`config.mk`:
```
export PLATFORM = sky130hd
export DESIGN_NAME = mac_slot_finder
export DESIGN_NICKNAME = d
export VERILOG_FILES = /design/src/rtl/slot_find_pkg.sv /design/src/rtl/slot_classify.sv /design/src/rtl/slot_first_latch.sv /design/src/rtl/slot_scan_ctrl.sv /design/src/rtl/mac_slot_finder.sv
export SDC_FILE = /design/constraint.sdc
export NUM_CORES = 1
export LEC_CHECK = 0
export ABC_AREA = 1
export BUFFER_PORTS_ARGS = -buffer_cell sky130_fd_sc_hd__buf_2
export CAP_MARGIN = 20
export CORE_ASPECT_RATIO = 1.75
export CORE_MARGIN = 2
export CORE_UTILIZATION = 50
export CTS_BUF_LIST = sky130_fd_sc_hd__clkbuf_4 sky130_fd_sc_hd__clkbuf_8
export DETAILED_ROUTE_END_ITERATION = 8
export PLACE_DENSITY = 0.77
export SETUP_SLACK_MARGIN = 0.4
export SYNTH_ARGS = -nofsm -noshare
export SYNTH_HDL_FRONTEND = slang
export SYNTH_SLANG_ARGS = --single-unit
```
`constraint.sdc`:
```
create_clock -name clk -period 5 [get_ports clk]
set_clock_uncertainty 0.2 [all_clocks]
set_input_delay 0.25 -clock clk [delete_from_list [all_inputs] [get_ports clk]]
set_output_delay 0.25 -clock clk [all_outputs]
set_load 0.02 [all_outputs]
```
`src/rtl/slot_find_pkg.sv`:
```
package slot_find_pkg;
    localparam int ENTRY_W   = 64;
    localparam int MAC_W     = 48;
    localparam int VID_W     = 12;
    localparam int GROUP_BIT = 40;

    typedef enum logic [1:0] {
        KIND_EMPTY     = 2'd0,
        KIND_ADDR      = 2'd1,
        KIND_VLAN      = 2'd2,
        KIND_VLAN_ADDR = 2'd3
    } kind_e;

    typedef enum logic [1:0] {
        RSN_MATCH = 2'd0,
        RSN_FREE  = 2'd1,
        RSN_EVICT = 2'd2,
        RSN_NONE  = 2'd3
    } reason_e;

    typedef enum logic {
        SRCH_ADDR = 1'b0,
        SRCH_VLAN = 1'b1
    } search_e;

    typedef struct packed {
        logic [1:0]       uc_class;
        kind_e            kind;
        logic [VID_W-1:0] vid;
        logic [MAC_W-1:0] mac;
    } entry_t;
endpackage

```
`src/rtl/slot_classify.sv`:
```
module slot_classify
    import slot_find_pkg::*;
(
    input  entry_t           ent_i,
    input  search_e          mode_i,
    input  logic [VID_W-1:0] vid_i,
    input  logic [MAC_W-1:0] mac_i,
    output logic             match_o,
    output logic             free_o,
    output logic             evict_o
);
    logic is_addr;
    logic vid_eq;
    logic mac_eq;
    logic class_ok;

    always_comb begin
        is_addr  = (ent_i.kind == KIND_ADDR) || (ent_i.kind == KIND_VLAN_ADDR);
        vid_eq   = (ent_i.vid == vid_i);
        mac_eq   = (ent_i.mac == mac_i);
        class_ok = (ent_i.uc_class == 2'd1) || (ent_i.uc_class == 2'd3);
        if (mode_i == SRCH_VLAN) begin
            match_o = (ent_i.kind == KIND_VLAN) && vid_eq;
            free_o  = 1'b0;
            evict_o = 1'b0;
        end else begin
            match_o = is_addr && vid_eq && mac_eq;
            free_o  = (ent_i.kind == KIND_EMPTY);
            evict_o = is_addr && !ent_i.mac[GROUP_BIT] && class_ok;
        end
    end
endmodule

```
`src/rtl/slot_first_latch.sv`:
```
module slot_first_latch #(
    parameter int IDX_W = 6
) (
    input  logic             clk,
    input  logic             rst_n,
    input  logic             clr_i,
    input  logic             en_i,
    input  logic             hit_i,
    input  logic [IDX_W-1:0] idx_i,
    output logic             have_o,
    output logic [IDX_W-1:0] idx_o
);
    logic             have_q;
    logic [IDX_W-1:0] idx_q;

    always_ff @(posedge clk or negedge rst_n) begin
        if (!rst_n) begin
            have_q <= 1'b0;
            idx_q  <= '0;
        end else if (clr_i) begin
            have_q <= 1'b0;
            idx_q  <= '0;
        end else if (en_i && hit_i && !have_q) begin
            have_q <= 1'b1;
            idx_q  <= idx_i;
        end
    end

    // look-through so the entry under evaluation counts in the same cycle
    always_comb begin
        have_o = have_q || (en_i && hit_i);
        idx_o  = have_q ? idx_q : idx_i;
    end
endmodule

```
`src/rtl/slot_scan_ctrl.sv`:
```
module slot_scan_ctrl
    import slot_find_pkg::*;
#(
    parameter int NUM_ENTRIES = 64,
    parameter int IDX_W       = 6
) (
    input  logic             clk,
    input  logic             rst_n,
    input  logic             start_i,
    input  logic             hit_match_i,
    input  logic             free_have_i,
    input  logic [IDX_W-1:0] free_idx_i,
    input  logic             evict_have_i,
    input  logic [IDX_W-1:0] evict_idx_i,
    output logic             accept_o,
    output logic             rd_en_o,
    output logic [IDX_W-1:0] rd_idx_o,
    output logic             chk_en_o,
    output logic [IDX_W-1:0] chk_idx_o,
    output logic             busy_o,
    output logic             done_o,
    output reason_e          reason_o,
    output logic [IDX_W-1:0] idx_o
);
    typedef enum logic [1:0] {
        ST_IDLE = 2'd0,
        ST_SCAN = 2'd1,
        ST_TAIL = 2'd2,
        ST_DONE = 2'd3
    } state_e;

    localparam logic [IDX_W-1:0] LAST_IDX = IDX_W'(NUM_ENTRIES - 1);

    state_e           state_q, state_d;
    logic [IDX_W-1:0] ptr_q;
    logic             chk_valid_q;
    logic [IDX_W-1:0] chk_idx_q;
    reason_e          res_reason_q, fin_reason;
    logic [IDX_W-1:0] res_idx_q, fin_idx;
    logic             finish;

    // state register
    always_ff @(posedge clk or negedge rst_n) begin
        if (!rst_n) state_q <= ST_IDLE;
        else        state_q <= state_d;
    end

    // final priority: match, then empty, then evictable
    always_comb begin
        if (chk_en_o && hit_match_i) begin
            fin_reason = RSN_MATCH;
            fin_idx    = chk_idx_q;
        end else if (free_have_i) begin
            fin_reason = RSN_FREE;
            fin_idx    = free_idx_i;
        end else if (evict_have_i) begin
            fin_reason = RSN_EVICT;
            fin_idx    = evict_idx_i;
        end else begin
            fin_reason = RSN_NONE;
            fin_idx    = '0;
        end
    end

    // next state
    always_comb begin
        state_d = state_q;
        finish  = 1'b0;
        unique case (state_q)
            ST_IDLE: if (start_i) state_d = ST_SCAN;
            ST_SCAN: begin
                if (chk_en_o && hit_match_i) begin
                    state_d = ST_DONE;
                    finish  = 1'b1;
                end else if (ptr_q == LAST_IDX) begin
                    state_d = ST_TAIL;
                end
            end
            ST_TAIL: begin
                state_d = ST_DONE;
                finish  = 1'b1;
            end
            ST_DONE: state_d = ST_IDLE;
        endcase
    end

    // outputs
    always_comb begin
        accept_o  = start_i && (state_q == ST_IDLE);
        rd_en_o   = (state_q == ST_SCAN);
        rd_idx_o  = ptr_q;
        chk_en_o  = chk_valid_q && ((state_q == ST_SCAN) || (state_q == ST_TAIL));
        chk_idx_o = chk_idx_q;
        busy_o    = (state_q != ST_IDLE);
        done_o    = (state_q == ST_DONE);
        reason_o  = res_reason_q;
        idx_o     = res_idx_q;
    end

    // datapath registers
    always_ff @(posedge clk or negedge rst_n) begin
        if (!rst_n) begin
            ptr_q        <= '0;
            chk_valid_q  <= 1'b0;
            chk_idx_q    <= '0;
            res_reason_q <= RSN_NONE;
            res_idx_q    <= '0;
        end else begin
            chk_valid_q <= rd_en_o;
            chk_idx_q   <= ptr_q;
            if (accept_o)                ptr_q <= '0;
            else if (state_q == ST_SCAN) ptr_q <= ptr_q + 1'b1;
            if (finish) begin
                res_reason_q <= fin_reason;
                res_idx_q    <= fin_idx;
            end
        end
    end
endmodule

```
`src/rtl/mac_slot_finder.sv`:
```
module mac_slot_finder
    import slot_find_pkg::*;
#(
    parameter int  NUM_ENTRIES = 64,
    localparam int IDX_W       = (NUM_ENTRIES > 1) ? $clog2(NUM_ENTRIES) : 1
) (
    input  logic               clk,
    input  logic               rst_n,
    input  logic               start_i,
    input  logic               mode_i,
    input  logic               vlan_flag_i,
    input  logic [VID_W-1:0]   vid_i,
    input  logic [MAC_W-1:0]   mac_i,
    output logic               rd_en_o,
    output logic [IDX_W-1:0]   rd_idx_o,
    input  logic [ENTRY_W-1:0] rd_data_i,
    output logic               busy_o,
    output logic               done_o,
    output logic               found_o,
    output logic [1:0]         reason_o,
    output logic [IDX_W-1:0]   idx_o
);
    localparam int N_CAND = 2;

    search_e          mode_q;
    logic [VID_W-1:0] vid_q;
    logic [MAC_W-1:0] mac_q;
    logic             accept;
    logic             chk_en;
    logic [IDX_W-1:0] chk_idx;
    logic             hit_match, hit_free, hit_evict;
    logic             cand_hit  [N_CAND];
    logic             cand_have [N_CAND];
    logic [IDX_W-1:0] cand_idx  [N_CAND];
    reason_e          reason;

    always_ff @(posedge clk or negedge rst_n) begin
        if (!rst_n) begin
            mode_q <= SRCH_ADDR;
            vid_q  <= '0;
            mac_q  <= '0;
        end else if (accept) begin
            mode_q <= search_e'(mode_i);
            vid_q  <= (mode_i || vlan_flag_i) ? vid_i : '0;
            mac_q  <= mac_i;
        end
    end

    slot_classify u_classify (
        .ent_i   (entry_t'(rd_data_i)),
        .mode_i  (mode_q),
        .vid_i   (vid_q),
        .mac_i   (mac_q),
        .match_o (hit_match),
        .free_o  (hit_free),
        .evict_o (hit_evict)
    );

    assign cand_hit[0] = hit_free;
    assign cand_hit[1] = hit_evict;

    for (genvar g = 0; g < N_CAND; g++) begin : g_cand
        slot_first_latch #(.IDX_W(IDX_W)) u_first (
            .clk    (clk),
            .rst_n  (rst_n),
            .clr_i  (accept),
            .en_i   (chk_en),
            .hit_i  (cand_hit[g]),
            .idx_i  (chk_idx),
            .have_o (cand_have[g]),
            .idx_o  (cand_idx[g])
        );
    end

    slot_scan_ctrl #(.NUM_ENTRIES(NUM_ENTRIES), .IDX_W(IDX_W)) u_ctrl (
        .clk          (clk),
        .rst_n        (rst_n),
        .start_i      (start_i),
        .hit_match_i  (hit_match),
        .free_have_i  (cand_have[0]),
        .free_idx_i   (cand_idx[0]),
        .evict_have_i (cand_have[1]),
        .evict_idx_i  (cand_idx[1]),
        .accept_o     (accept),
        .rd_en_o      (rd_en_o),
        .rd_idx_o     (rd_idx_o),
        .chk_en_o     (chk_en),
        .chk_idx_o    (chk_idx),
        .busy_o       (busy_o),
        .done_o       (done_o),
        .reason_o     (reason),
        .idx_o        (idx_o)
    );

    assign reason_o = reason;
    assign found_o  = (reason != RSN_NONE);
endmodule

```
After elaboration in Yosys (flattened, before gate mapping). Index checks and enable logic that the tools add are counted.

Register bits: 98. Input port bits: 129.

Equal/unequal tests: 14. Muxes and demuxes: 28. Reduce and logical (&&, ||, !) cells: 28. Add/sub/neg operators: 1.

Operators with widths (number): 6-bit two-way mux (11); 48-bit == test (1); 12-bit == test (1); 1-bit logical AND (12); 12-bit two-way mux (1); 2-bit == test (second input constant) (5); 2-bit two-way mux (5); 1-bit two-way mux (9); 2-bit case mux with 4 select lines (1); 2-bit nonzero test (4); 6-bit by 1-bit adder with 6-bit output (second input constant) (1); 2-bit by 1-bit == test with 1-bit output (second input constant) (3); 6-bit == test (second input constant) (1); 1-bit logical OR (6); 2-bit zero test (2); 2-bit inequality test (second input constant) (2); 1-bit zero test (3); 3-bit inequality test (second input constant) (1); 1-bit case mux with 2 select lines (1); 2-bit AND reduction (1).

Longest topological paths before layout. Gate-level depths: netlist (run 1).

Depth after elaboration: 10. Depth in mapped cells: 16. Gate-level depth less buffers: 16.

By module. A second synthesis (run 1) with hierarchy kept.

Cells, all modules: 836. Area, all modules: 5671.7 sq um.

By module, submodules not included: mac_slot_finder (cells an instance 286, area each 2448.6 sq um, sequential area each 1526.5 sq um, times used 1); slot_scan_ctrl (cells an instance 157, area each 1243.7 sq um, sequential area each 578.1 sq um, times used 1); slot_classify (cells an instance 275, area each 1141.1 sq um, sequential area each 0.0 sq um, times used 1); slot_first_latch (cells an instance 59, area each 419.2 sq um, sequential area each 175.2 sq um, times used 2).

Worst setup path before layout (run 1). OpenSTA, ideal clock, no wires.

Kind: flip-flop to flip-flop. From: register u_ctrl.state_q[0]. To: register u_ctrl.res_idx_q[0], in the netlist u_ctrl.idx_o[0]. Stages on the path, launching flop included: 13. Required time: 4.684 ns. Data arrival time: 1.854 ns. Path buffers: 0. Setup slack: 2.829 ns. Cells stage by stage: dfrtp_1 inv_1 ha_1 nand2_4 o21bai_4 nor2_2 nand4_1 nor2_2 nand3_2 nand2_2 nand2_4 nand2_1 nand2_1.

Longest elaborated chain between the ends: 8. Elaborated cells between the ends (all ways): 14. Classes of those cells: 2 x eq/ne; 5 x mux; 7 x reduce/logical.

Ends and longest elaborated chain: start, declared (RTL line slot_scan_ctrl.sv:34) `state_e state_q, state_d;`; start signal, assigned (RTL line slot_scan_ctrl.sv:45) `else state_q <= state_d;`; 2-bit by 1-bit == test with 1-bit output / 2-bit == test (equally long branches) (RTL line slot_scan_ctrl.sv:69, slot_scan_ctrl.sv:92); 1-bit logical OR (RTL line slot_scan_ctrl.sv:92) `chk_en_o = chk_valid_q && ((state_q == ST_SCAN) || (state_q == ST_TAIL));`; 1-bit logical AND (RTL line slot_scan_ctrl.sv:92); 1-bit logical AND (RTL line slot_first_latch.sv:31) `have_o = have_q || (en_i && hit_i);`; 1-bit logical OR (RTL line slot_first_latch.sv:31); 6-bit two-way mux (RTL line slot_scan_ctrl.sv:56) `end else if (evict_have_i) begin`; 6-bit two-way mux (RTL line slot_scan_ctrl.sv:53) `end else if (free_have_i) begin`; 6-bit two-way mux (RTL line slot_scan_ctrl.sv:50) `if (chk_en_o && hit_match_i) begin`; end signal, assigned (RTL line slot_scan_ctrl.sv:115) `res_idx_q <= fin_idx;`; end, declared (RTL line slot_scan_ctrl.sv:39) `logic [IDX_W-1:0] res_idx_q, fin_idx;`.

Several ways; a longest one is shown, not always the timed one. A chain may end at the register's enable or synchronous reset.

Final worst setup path (run 1).
From: register u_ctrl.state_q[0]. To: register u_ctrl.res_idx_q[1], in the netlist u_ctrl.idx_o[1].

Same word-level chain as after synthesis.

==> run_results.csv, run 1 <==
group,metric,value,unit
global_routing,gr-total-overflow,0,
synth,ys_seq_area_share,47.1,%
sta,whs,0.0252,ns
routing,wirelength,14300,um
die,rows,49,
clock_tree,cts_sinks,98,
worst_setup_path,cp-end-kind,"flip-flop",
sta,fmax,378,MHz
synth,synth_top_area_cell,"dfrtp_1",
synth,synth.distinct_cells,32,
routing,vias_per_cell,4.92,
clock_tree,cts_tree,"built",
synth,syn-mean-instance-area,7.28,um^2
final_layout,final_cells,1048,
synth,yosysWarnings,0,
clock_tree,cts-root-buf,"clkbuf_8",
pwr,p_leak,3.68,nW
routing,first_iter_violations,248,
die,coreArea,0.0102,mm^2
synth,synthFlopType,"dfrtp_1",
worst_setup_path,crit_path_max_fanout,18,
synth,synth-seq-cells,98,
min_path,hp-class,"input pin to flip-flop",
die,start_util,50.9,%
global_routing,grt_pass1_wl,23300,um
synth,synth_fp_nets,850,
worst_setup_path,cp_data_arrival_time,2.73,ns
die,die_area,0.0113,mm^2
final_layout,final_nets,1052,
final_layout,syn_to_final_growth,31.6,%
synth,synth-edff-count,0,
synth,syn_inst,715,
placed_design,dp_worst_setup_slack,2.38,ns
sta,setup_tns,0,ns
routing,postRouteAntennaNets,0,
placed_design,gp_congestion,0.853,
clock_tree,clk_latency,0.35,ns
sta,max-slew-margin-rel,39.1,%
clock_tree,clk_pin_slew,0.08,ns
worst_setup_path,cp-start-kind,"flip-flop",
status,status,"completed",
placed_design,dp_cells,971,
pwr,power-per-cell-area,450,mW/mm^2
synth,syn_area,0.00521,mm^2
global_routing,grt_antenna_before_repair,1,
routing,routedWlPerCell,13.6,um
sta,hold_violations,0,
final_layout,finalInstanceArea,0.00685,mm^2
die,die_h,139,um
clock_tree,cts.path.max_buffers,2,
sta,slew_violations,0,
clock_tree,post_cts_resized,0,
placed_design,numPortBuffers,145,
die,fp.dieW,81.2,um
die,ioPinCount,147,
pwr,p_total,3.09,mW
routing,vias,5161,
sta,tightestPinTransition,0.913,ns
clock_tree,htree_levels,3,
global_routing,grt_max_degree,72,
sta,setup_viol,0,
placed_design,hpwl,9790,um
synth,async_flop_share,100,%
synth,synth_top_area_share,46.1,%
job,cap_violations,0,
routing,dr.pass1.iters,4,
final_layout,drive_gt1_share,19.9,%
global_routing,grt_usage,26.8,%
sta,fin_crit_sh,52.9,%
sta,rsz0062_at_grt,"no",
global_routing,first_global_vias,5221,
sta,layout_setup_ws,2.35,ns
pwr,ir_worst_vdd,0.358,mV
worst_setup_path,worst_ep_required_time,5.09,ns
routing,drc_errors,0,
worst_setup_path,path_class,"flip-flop to flip-flop",
placed_design,place_area,0.00604,mm^2
clock_tree,cts_made_buffers,9,
synth,ys_top_cells_by_area,"dfrtp_1 46%, nand2_1 20%, inv_1 6.6%, o21ai_0 5.2%, nor2_1 4.6%",
final_layout,final_core_util,66.9,%
sta,fin_crit,2.65,ns
[power breakdown]
group	internal [mW]	switching, mW
Clock	0.252	0.254
Sequential	1.11	0.204
Combinational	0.477	0.791
Total	1.84	1.25
[cells by family after synthesis]
family | after synthesis | synth area share, %
buffers and inverters | 113 | 8.29
xor gates and xnor gates | 18 | 3.03
and+or+nand+nor | 398 | 31.3
DFF | 98 | 47.1
adders and majority gates | 6 | 1.44
AOI/OAI and AO/OA | 82 | 8.84
[state kept, by name, indices dropped and copies added, names as in the netlist]
register	cells
u_ctrl.rd_idx_o	6
mode_q	1
u_ctrl.reason_o	2
vid_q	12
u_ctrl.state_q	2
g_cand.u_first.have_q	2
u_ctrl.chk_valid_q	1
u_ctrl.chk_idx_o	6
u_ctrl.idx_o	6
g_cand.u_first.idx_q	12
mac_q	48
[what timing repair did]
item	CTS	global route
hold endpoints to repair	131	0
hold buffers	62	0
setup buffers	0	0
[cell usage in the layout (no fill, tap or decap), drive strengths merged, types with 2 or more instances in the layout]
master / instances
nand3: 19
dfrtp: 96
nor2: 67
dfstp: 2
nand4: 6
nor4: 2
nand3b: 2
a21oi: 10
nand2: 287
dlygate4sd3: 62
o22ai: 8
o21ai: 57
xor2: 3
clkbuf: 11
nor3b: 2
buf: 148
ha: 6
o31ai: 6
inv: 94
xnor2: 15
nor3: 9
or2: 4
clkinv: 2
[final timing paths]
| path | from | endpoint | slack [ns] | cells past startpoint |
|---|---|---|---|---|
| setup / recovery | u_ctrl.state_q[0] | u_ctrl.idx_o[1] | 2.35 | 12 |
| hold / removal | start_i | u_ctrl.state_q[0] | 0.03 | 4 |
| setup reg to reg | u_ctrl.state_q[0] | u_ctrl.idx_o[1] | 2.35 | 12 |
| hold reg to reg | u_ctrl.rd_idx_o[4] | u_ctrl.chk_idx_o[4] | 0.21 | 0 |
| max in group asynchronous | rst_n | u_ctrl.reason_o[0] | 3.31 | 3 |
| min in group asynchronous | rst_n | mac_q[44] | 0.37 | 2 |
[critical path: stages, from the launching register on]
cell and delay, ns:
dfrtp_1 0.40, inv_1 0.09, ha_1 0.47, nand2_4 0.11, nor3_2 0.24, nand2_1 0.36
o21ai_0 0.27, nand2_1 0.07, nand3_1 0.08, nand2_1 0.05, o21ai_0 0.09, nand2_1 0.07
nand2_1 0.07
[area by class of cell]
cell class | instances | area [um^2]
multi-input combinational | 504 | 2320
sequential | 98 | 2450
fill | 858 | 3380
clock buffer | 11 | 151
clock inverter | 3 | 40.0
inverter | 94 | 353
timing repair buffer | 210 | 1370
antenna | 1 | 2.50
tap | 127 | 159
[Yosys cell counts, types with 3 or more instances]
master,number
o21ai_0,54
nand2_1,282
nor3_1,8
o21ai_1,3
dfrtp_1,96
ha_1,6
o31ai_1,6
o22ai_1,8
inv_1,92
xnor2_1,15
nand2_2,3
nor2_1,64
a21oi_1,9
xor2_1,3
nand3_1,18
or2_2,4
nand4_1,6
clkbuf_1,17
nor2_2,3
[routing by layer]
layer,up-vias,share of wire [%],track usage [%]
met2,157,56,47.8
met3,50,3.9,5.01
met4,0,4.5,17.9
met5,-,0,0
met1,2356,36,27.1
li1,2598,-,-
Power figures use the tool's default switching activity.
==> inputs of run 2 (changes only) <==
- CORE_UTILIZATION: 50 -> 49
- PLACE_DENSITY: 0.77 -> 0.79
- clock period: 5 -> 2.32 ns (I/O delays scaled with it)
==> run_results.csv, run 2 (synthesis results as in run 1) <==
group,metric,value,unit
status,status,"completed",
worst_setup_path,path_class,"flip-flop to flip-flop",
min_path,hp-class,"input pin to flip-flop",
die,coreArea,0.0103,mm^2
global_routing,grt_antenna_before_repair,2,
sta,hold_violations,0,
final_layout,reg.largest.list,"mac_q x48, g_cand.u_first.idx_q x12, vid_q x12",
worst_setup_path,cp-end-kind,"flip-flop",
final_layout,syn_to_final_growth,39.1,%
clock_tree,cts_tree,"built",
worst_setup_path,r2r.worst_path.cells,12,
clock_tree,cts_made_buffers,9,
sta,max-slew-margin-rel,63.3,%
final_layout,final_core_util,70.3,%
die,die_h,140,um
placed_design,hpwl,9920,um
routing,wirelength,15400,um
global_routing,grt_pass1_wl,23900,um
placed_design,dp_worst_setup_slack,0.103,ns
clock_tree,cts.path.max_buffers,2,
sta,setup_tns,0,ns
final_layout,drive_gt1_share,23.2,%
final_layout,finalInstanceArea,0.00724,mm^2
min_path,holdCritStartpoint,"rd_data_i[60]",
worst_setup_path,cp-start-kind,"flip-flop",
clock_tree,htree_levels,3,
routing,drc_errors,0,
routing,vias,5324,
worst_setup_path,reg2reg_from,"u_ctrl.state_q[1]",
min_path,min_to,"g_cand[0].u_first.have_q",
die,ioPinCount,147,
sta,fmax,465,MHz
global_routing,gr-total-overflow,0,
die,rows,49,
min_path,min_path_cells,4,
placed_design,place_area,0.00614,mm^2
clock_tree,cts-root-buf,"clkbuf_8",
final_layout,final_nets,1080,
final_layout,largest_reg_flops,48,
die,die_area,0.0115,mm^2
final_layout,final_common_cell,"nand2_1",
clock_tree,clk_pin_slew,0.10,ns
global_routing,grt_usage,27.0,%
placed_design,gp_congestion,0.877,
worst_setup_path,worst_ep_required_time,2.42,ns
pwr,ir_worst_vdd,0.680,mV
job,cap_violations,0,
global_routing,grt_max_degree,107,
sta,tightestPinTransition,0.551,ns
sta,rsz0062_at_grt,"yes",
sta,layout_setup_ws,0.172,ns
placed_design,numPortBuffers,145,
die,fp.dieW,81.9,um
pwr,p_leak,3.85,nW
routing,postRouteAntennaNets,0,
worst_setup_path,crit_path_max_fanout,4,
final_layout,regMostFlops,"mac_q",
die,start_util,50.6,%
pwr,power-per-cell-area,988,mW/mm^2
clock_tree,clk_latency,0.36,ns
sta,setup_viol,0,
sta,fin_crit_sh,92.6,%
worst_setup_path,cp_data_arrival_time,2.25,ns
final_layout,final_cell_mix,"279 x nand2_1, 144 x buf_2, 96 x dfrtp_1",
global_routing,first_global_vias,5371,
worst_setup_path,r2r-end,"u_ctrl.reason_o[0]",
worst_setup_path,reg2reg_slack,0.17,ns
clock_tree,cts_sinks,98,
routing,vias_per_cell,4.93,
pwr,p_total,7.15,mW
routing,first_iter_violations,273,
sta,fin_crit,2.15,ns
routing,dr.pass1.iters,4,
routing,routedWlPerCell,14.3,um
sta,slew_violations,0,
[run 2: changes by cell type in the layout (fill, tap and decap cells not counted), sizes merged]
cell / change
buf: +22
dlygate4sd3: +4
diode: +1
clkinvlp: +1
clkinv: +1
inv: +1
nand2: +1
[run 2: routing by layer]
layer / GRT usage (%) / part of all wire [%] / up-vias
met3: 4.83 / 4.1 / 48
met4: 14.5 / 4.4 / 0
met1: 27.8 / 36 / 2465
li1: - / - / 2663
met2: 49.4 / 56 / 148
met5: 0 / 0 / -
[run 2: critical path, cell delays in order (launching register included)]
cell      delay [ns]
dfrtp_1         0.41
inv_2           0.08
ha_4            0.28
nand2_4         0.05
o21bai_4        0.17
nor2_2          0.07
nand4_1         0.11
nor2_2          0.15
nand3_2         0.15
nand2_4         0.14
buf_4           0.12
nand3_1         0.07
nand2_1         0.09
[run 2: where the power goes]
part	internal, mW	switching [mW]
clock network	0.530	0.604
logic	1.30	1.90
registers	2.39	0.437
[run 2: final cells by class]
cell class | instances | area (um^2)
Antenna cell | 2 | 5.00
Clock buffer | 10 | 138
Clock inverter | 6 | 65.1
Fill cell | 799 | 3060
Inverter | 94 | 353
Multi-Input combinational cell | 505 | 2440
Sequential cell | 98 | 2450
Tap cell | 127 | 159
Timing Repair Buffer | 237 | 1630
[run 2: what timing repair did]
action                                  in CTS  in global routing
buffers inserted                             6                  8
cloned                                       0                  2
endpoints found under the setup margin      17                 38
gates resized for setup                      8                 13
endpoints found under the hold margin      144                  0
hold buffers                                66                  0
pin swaps                                    7                 19
[run 2: through the flow]
stage	hold slack, ns	cells
final	0.0565	1079
after global routing	0.0735	1079
after CTS	0.0204	1067
after detailed placement	-0.0591	979
after global placement	-0.0572	979
after floorplan	-0.380	715
[run 2: how the worst max path moves through the flow]
stage | startpoint | to | cells after the start
after global placement | u_ctrl.state_q[0] | u_ctrl.idx_o[1] | 12
after CTS | u_ctrl.state_q[0] | u_ctrl.idx_o[1] | 11
after detailed placement | u_ctrl.state_q[0] | u_ctrl.idx_o[1] | 12
final | u_ctrl.state_q[1] | u_ctrl.reason_o[0] | 12
after global routing | u_ctrl.state_q[1] | u_ctrl.idx_o[1] | 12
after floorplan | u_ctrl.state_q[0] | u_ctrl.idx_o[0] | 12
==> inputs of run 3 (changes only) <==
==> constraint.sdc (replaced) <==
create_clock -name clk -period 2.32 [get_ports clk]
set_clock_uncertainty 0.2 [all_clocks]
set_input_delay 0.58 -clock clk [delete_from_list [all_inputs] [get_ports clk]]
set_output_delay 0.58 -clock clk [all_outputs]
set_load 0.02 [all_outputs]
==> run_results.csv, run 3 (synthesis results as in run 1) <==
group,metric,value,unit
sta,rsz0062_at_grt,"yes",
die,fp.dieW,81.9,um
routing,drc_errors,0,
pwr,ir_worst_vdd,0.864,mV
sta,setup_viol,0,
final_layout,drive_gt1_share,25.8,%
worst_setup_path,cp-startpoint,"u_ctrl.state_q[1]",
routing,vias_per_cell,4.92,
routing,wirelength,13500,um
final_layout,final_cells,1015,
sta,hold_violations,0,
sta,fin_crit_sh,93.8,%
final_layout,antenna_cells,0,
global_routing,grt_use_met3,4.19,%
final_layout,multiInputGateArea,0.00245,mm^2
min_path,holdCritStartpoint,"u_ctrl.rd_idx_o[4]",
routing,vias,4994,
global_routing,grt_busiest_layer,"met2",
clock_tree,clk_pin_slew,0.09,ns
worst_setup_path,reg2reg_from,"u_ctrl.state_q[0]",
worst_setup_path,cp_num_buf_inv,4,
worst_setup_path,crit_end,"done_o",
final_layout,final_nets,1019,
sta,tightestPinTransition,0.462,ns
worst_setup_path,worstSetupPathDepth,5,
routing,postRouteAntennaNets,0,
global_routing,gr-total-overflow,0,
die,start_util,50.6,%
placed_design,dp_cells,982,
clock_tree,clk_latency,0.36,ns
global_routing,grt_max_degree,109,
pwr,p_total,7.30,mW
clock_tree,cts_sinks,98,
worst_setup_path,worst_ep_required_time,1.54,ns
sta,slew_violations,0,
worst_setup_path,crit_slowest_cell,"dfrtp_1",
clock_tree,cts_tree,"built",
pwr,p_leak,3.63,nW
status,status,"completed",
clock_tree,cts_made_buffers,9,
global_routing,grt_antenna_before_repair,0,
final_layout,syn_to_final_growth,28.4,%
final_layout,seq_area,0.00245,mm^2
job,cap_violations,0,
worst_setup_path,r2r.worst_path.cells,11,
die,die_h,140,um
min_path,hp-class,"flip-flop to flip-flop",
placed_design,gp_congestion,0.848,
pwr,power-per-cell-area,1090,mW/mm^2
final_layout,reg.largest.list,"mac_q x48, g_cand.u_first.idx_q x12, vid_q x12",
worst_setup_path,path_class,"flip-flop to output port",
global_routing,grt_pass1_wl,21600,um
die,die_area,0.0115,mm^2
final_layout,final_common_cell,"nand2_1",
worst_setup_path,cp_data_arrival_time,1.40,ns
placed_design,hpwl,9950,um
clock_tree,cts-root-buf,"clkbuf_8",
min_path,min_path_cells,0,
sta,fin_crit,2.18,ns
routing,first_iter_violations,259,
worst_setup_path,cp_top_family,"buffers and inverters",
sta,fmax,459,MHz
final_layout,largest_reg_flops,48,
final_layout,regMostFlops,"mac_q",
routing,dr.pass1.iters,4,
clock_tree,cts.path.max_buffers,2,
worst_setup_path,crit_path_max_fanout,2,
final_layout,nFillCells,940,
worst_setup_path,cpPeakStageDelay,0.40,ns
die,ioPinCount,147,
global_routing,grt_usage,24.5,%
global_routing,met2_usage,46.2,%
placed_design,numPortBuffers,145,
sta,whs,0.199,ns
routing,routedWlPerCell,13.3,um
clock_tree,htree_levels,3,
worst_setup_path,cp-end-kind,"output port",
worst_setup_path,cp_cell_sequence,"buf_4, buf_4, buf_6, ha_4, buf_6",
die,coreArea,0.0103,mm^2
global_routing,use_met1,24.8,%
final_layout,final_cell_mix,"279 x nand2_1, 140 x buf_2, 96 x dfrtp_1",
worst_setup_path,cp-start-kind,"flip-flop",
die,rows,49,
worst_setup_path,reg2reg_slack,0.21,ns
worst_setup_path,r2r-end,"u_ctrl.idx_o[5]",
sta,max-slew-margin-rel,69.2,%
global_routing,first_global_vias,4958,
==> run 3: cell count changes in the layout (fill, tap and decap cells not counted), moves of 2 or more <==
cell	before	now
buf_12	1	3
diode_2	2	0
buf_6	0	7
o21ai_0	52	47
o21ai_1	5	10
nor2_1	62	58
bufinv_16	1	3
dlygate4sd3_1	66	1
nor2_2	4	8
nand2_2	2	4
buf_2	144	140
==> run 3: worst min-delay path by stage <==
stage	slack (ns)	end
global placement	0.18	u_ctrl.chk_idx_o[4]
detailed placement	0.18	u_ctrl.chk_idx_o[4]
global route	0.19	mac_q[24]
finish	0.20	u_ctrl.chk_idx_o[4]
floorplan	0.08	g_cand[0].u_first.have_q
CTS	0.19	mac_q[12]
==> run 3: final cells by class <==
type / instances / share of cell area, %
clock buffers: 10 / 1.96
clock inverters: 5 / 1.55
inverters: 94 / 5.31
multi-input cells: 505 / 36.6
flip-flops and latches: 98 / 36.7
well taps: 127 / 2.38
repair buffers: 176 / 15.5
==> run 3: what timing repair did <==
item,4_1_cts,5_1_grt
hold endpoints to repair,30,0
endpoints found under the setup margin,16,21
setup buffers,7,9
hold buffers,1,0
gates resized for setup,20,23
cloned,1,0
pin swaps,6,15
==> run 3: where the power goes <==
group | switching [mW] | internal (mW) | total (mW)
logic | 1.87 | 1.31 | 3.18
registers | 0.439 | 2.39 | 2.83
clock network | 0.572 | 0.723 | 1.30
total | 2.88 | 4.42 | 7.30
==> run 3: metal layers <==
| metal | routed length, um | vias to the layer above |
|---|---|---|
| met5 | 0 | - |
| met3 | 502 | 41 |
| met4 | 529 | 0 |
| li1 | - | 2536 |
| met1 | 4870 | 2280 |
| met2 | 7640 | 137 |
==> run 3: stage by stage <==
| step | setup WS [ns] | utilization (%) | area (um^2) | setup TNS [ns] |
|---|---|---|---|---|
| finish | 0.143 | 64.9 | 6690 | 0 |
| global route | 0.0460 | 64.9 | 6690 | 0 |
| CTS | 0.239 | 63.6 | 6550 | 0 |
| detailed placement | -0.107 | 59.9 | 6170 | -0.216 |
| global placement | -0.0788 | 59.9 | 6170 | -0.175 |
| floorplan | 0.293 | - | 5220 | 0 |
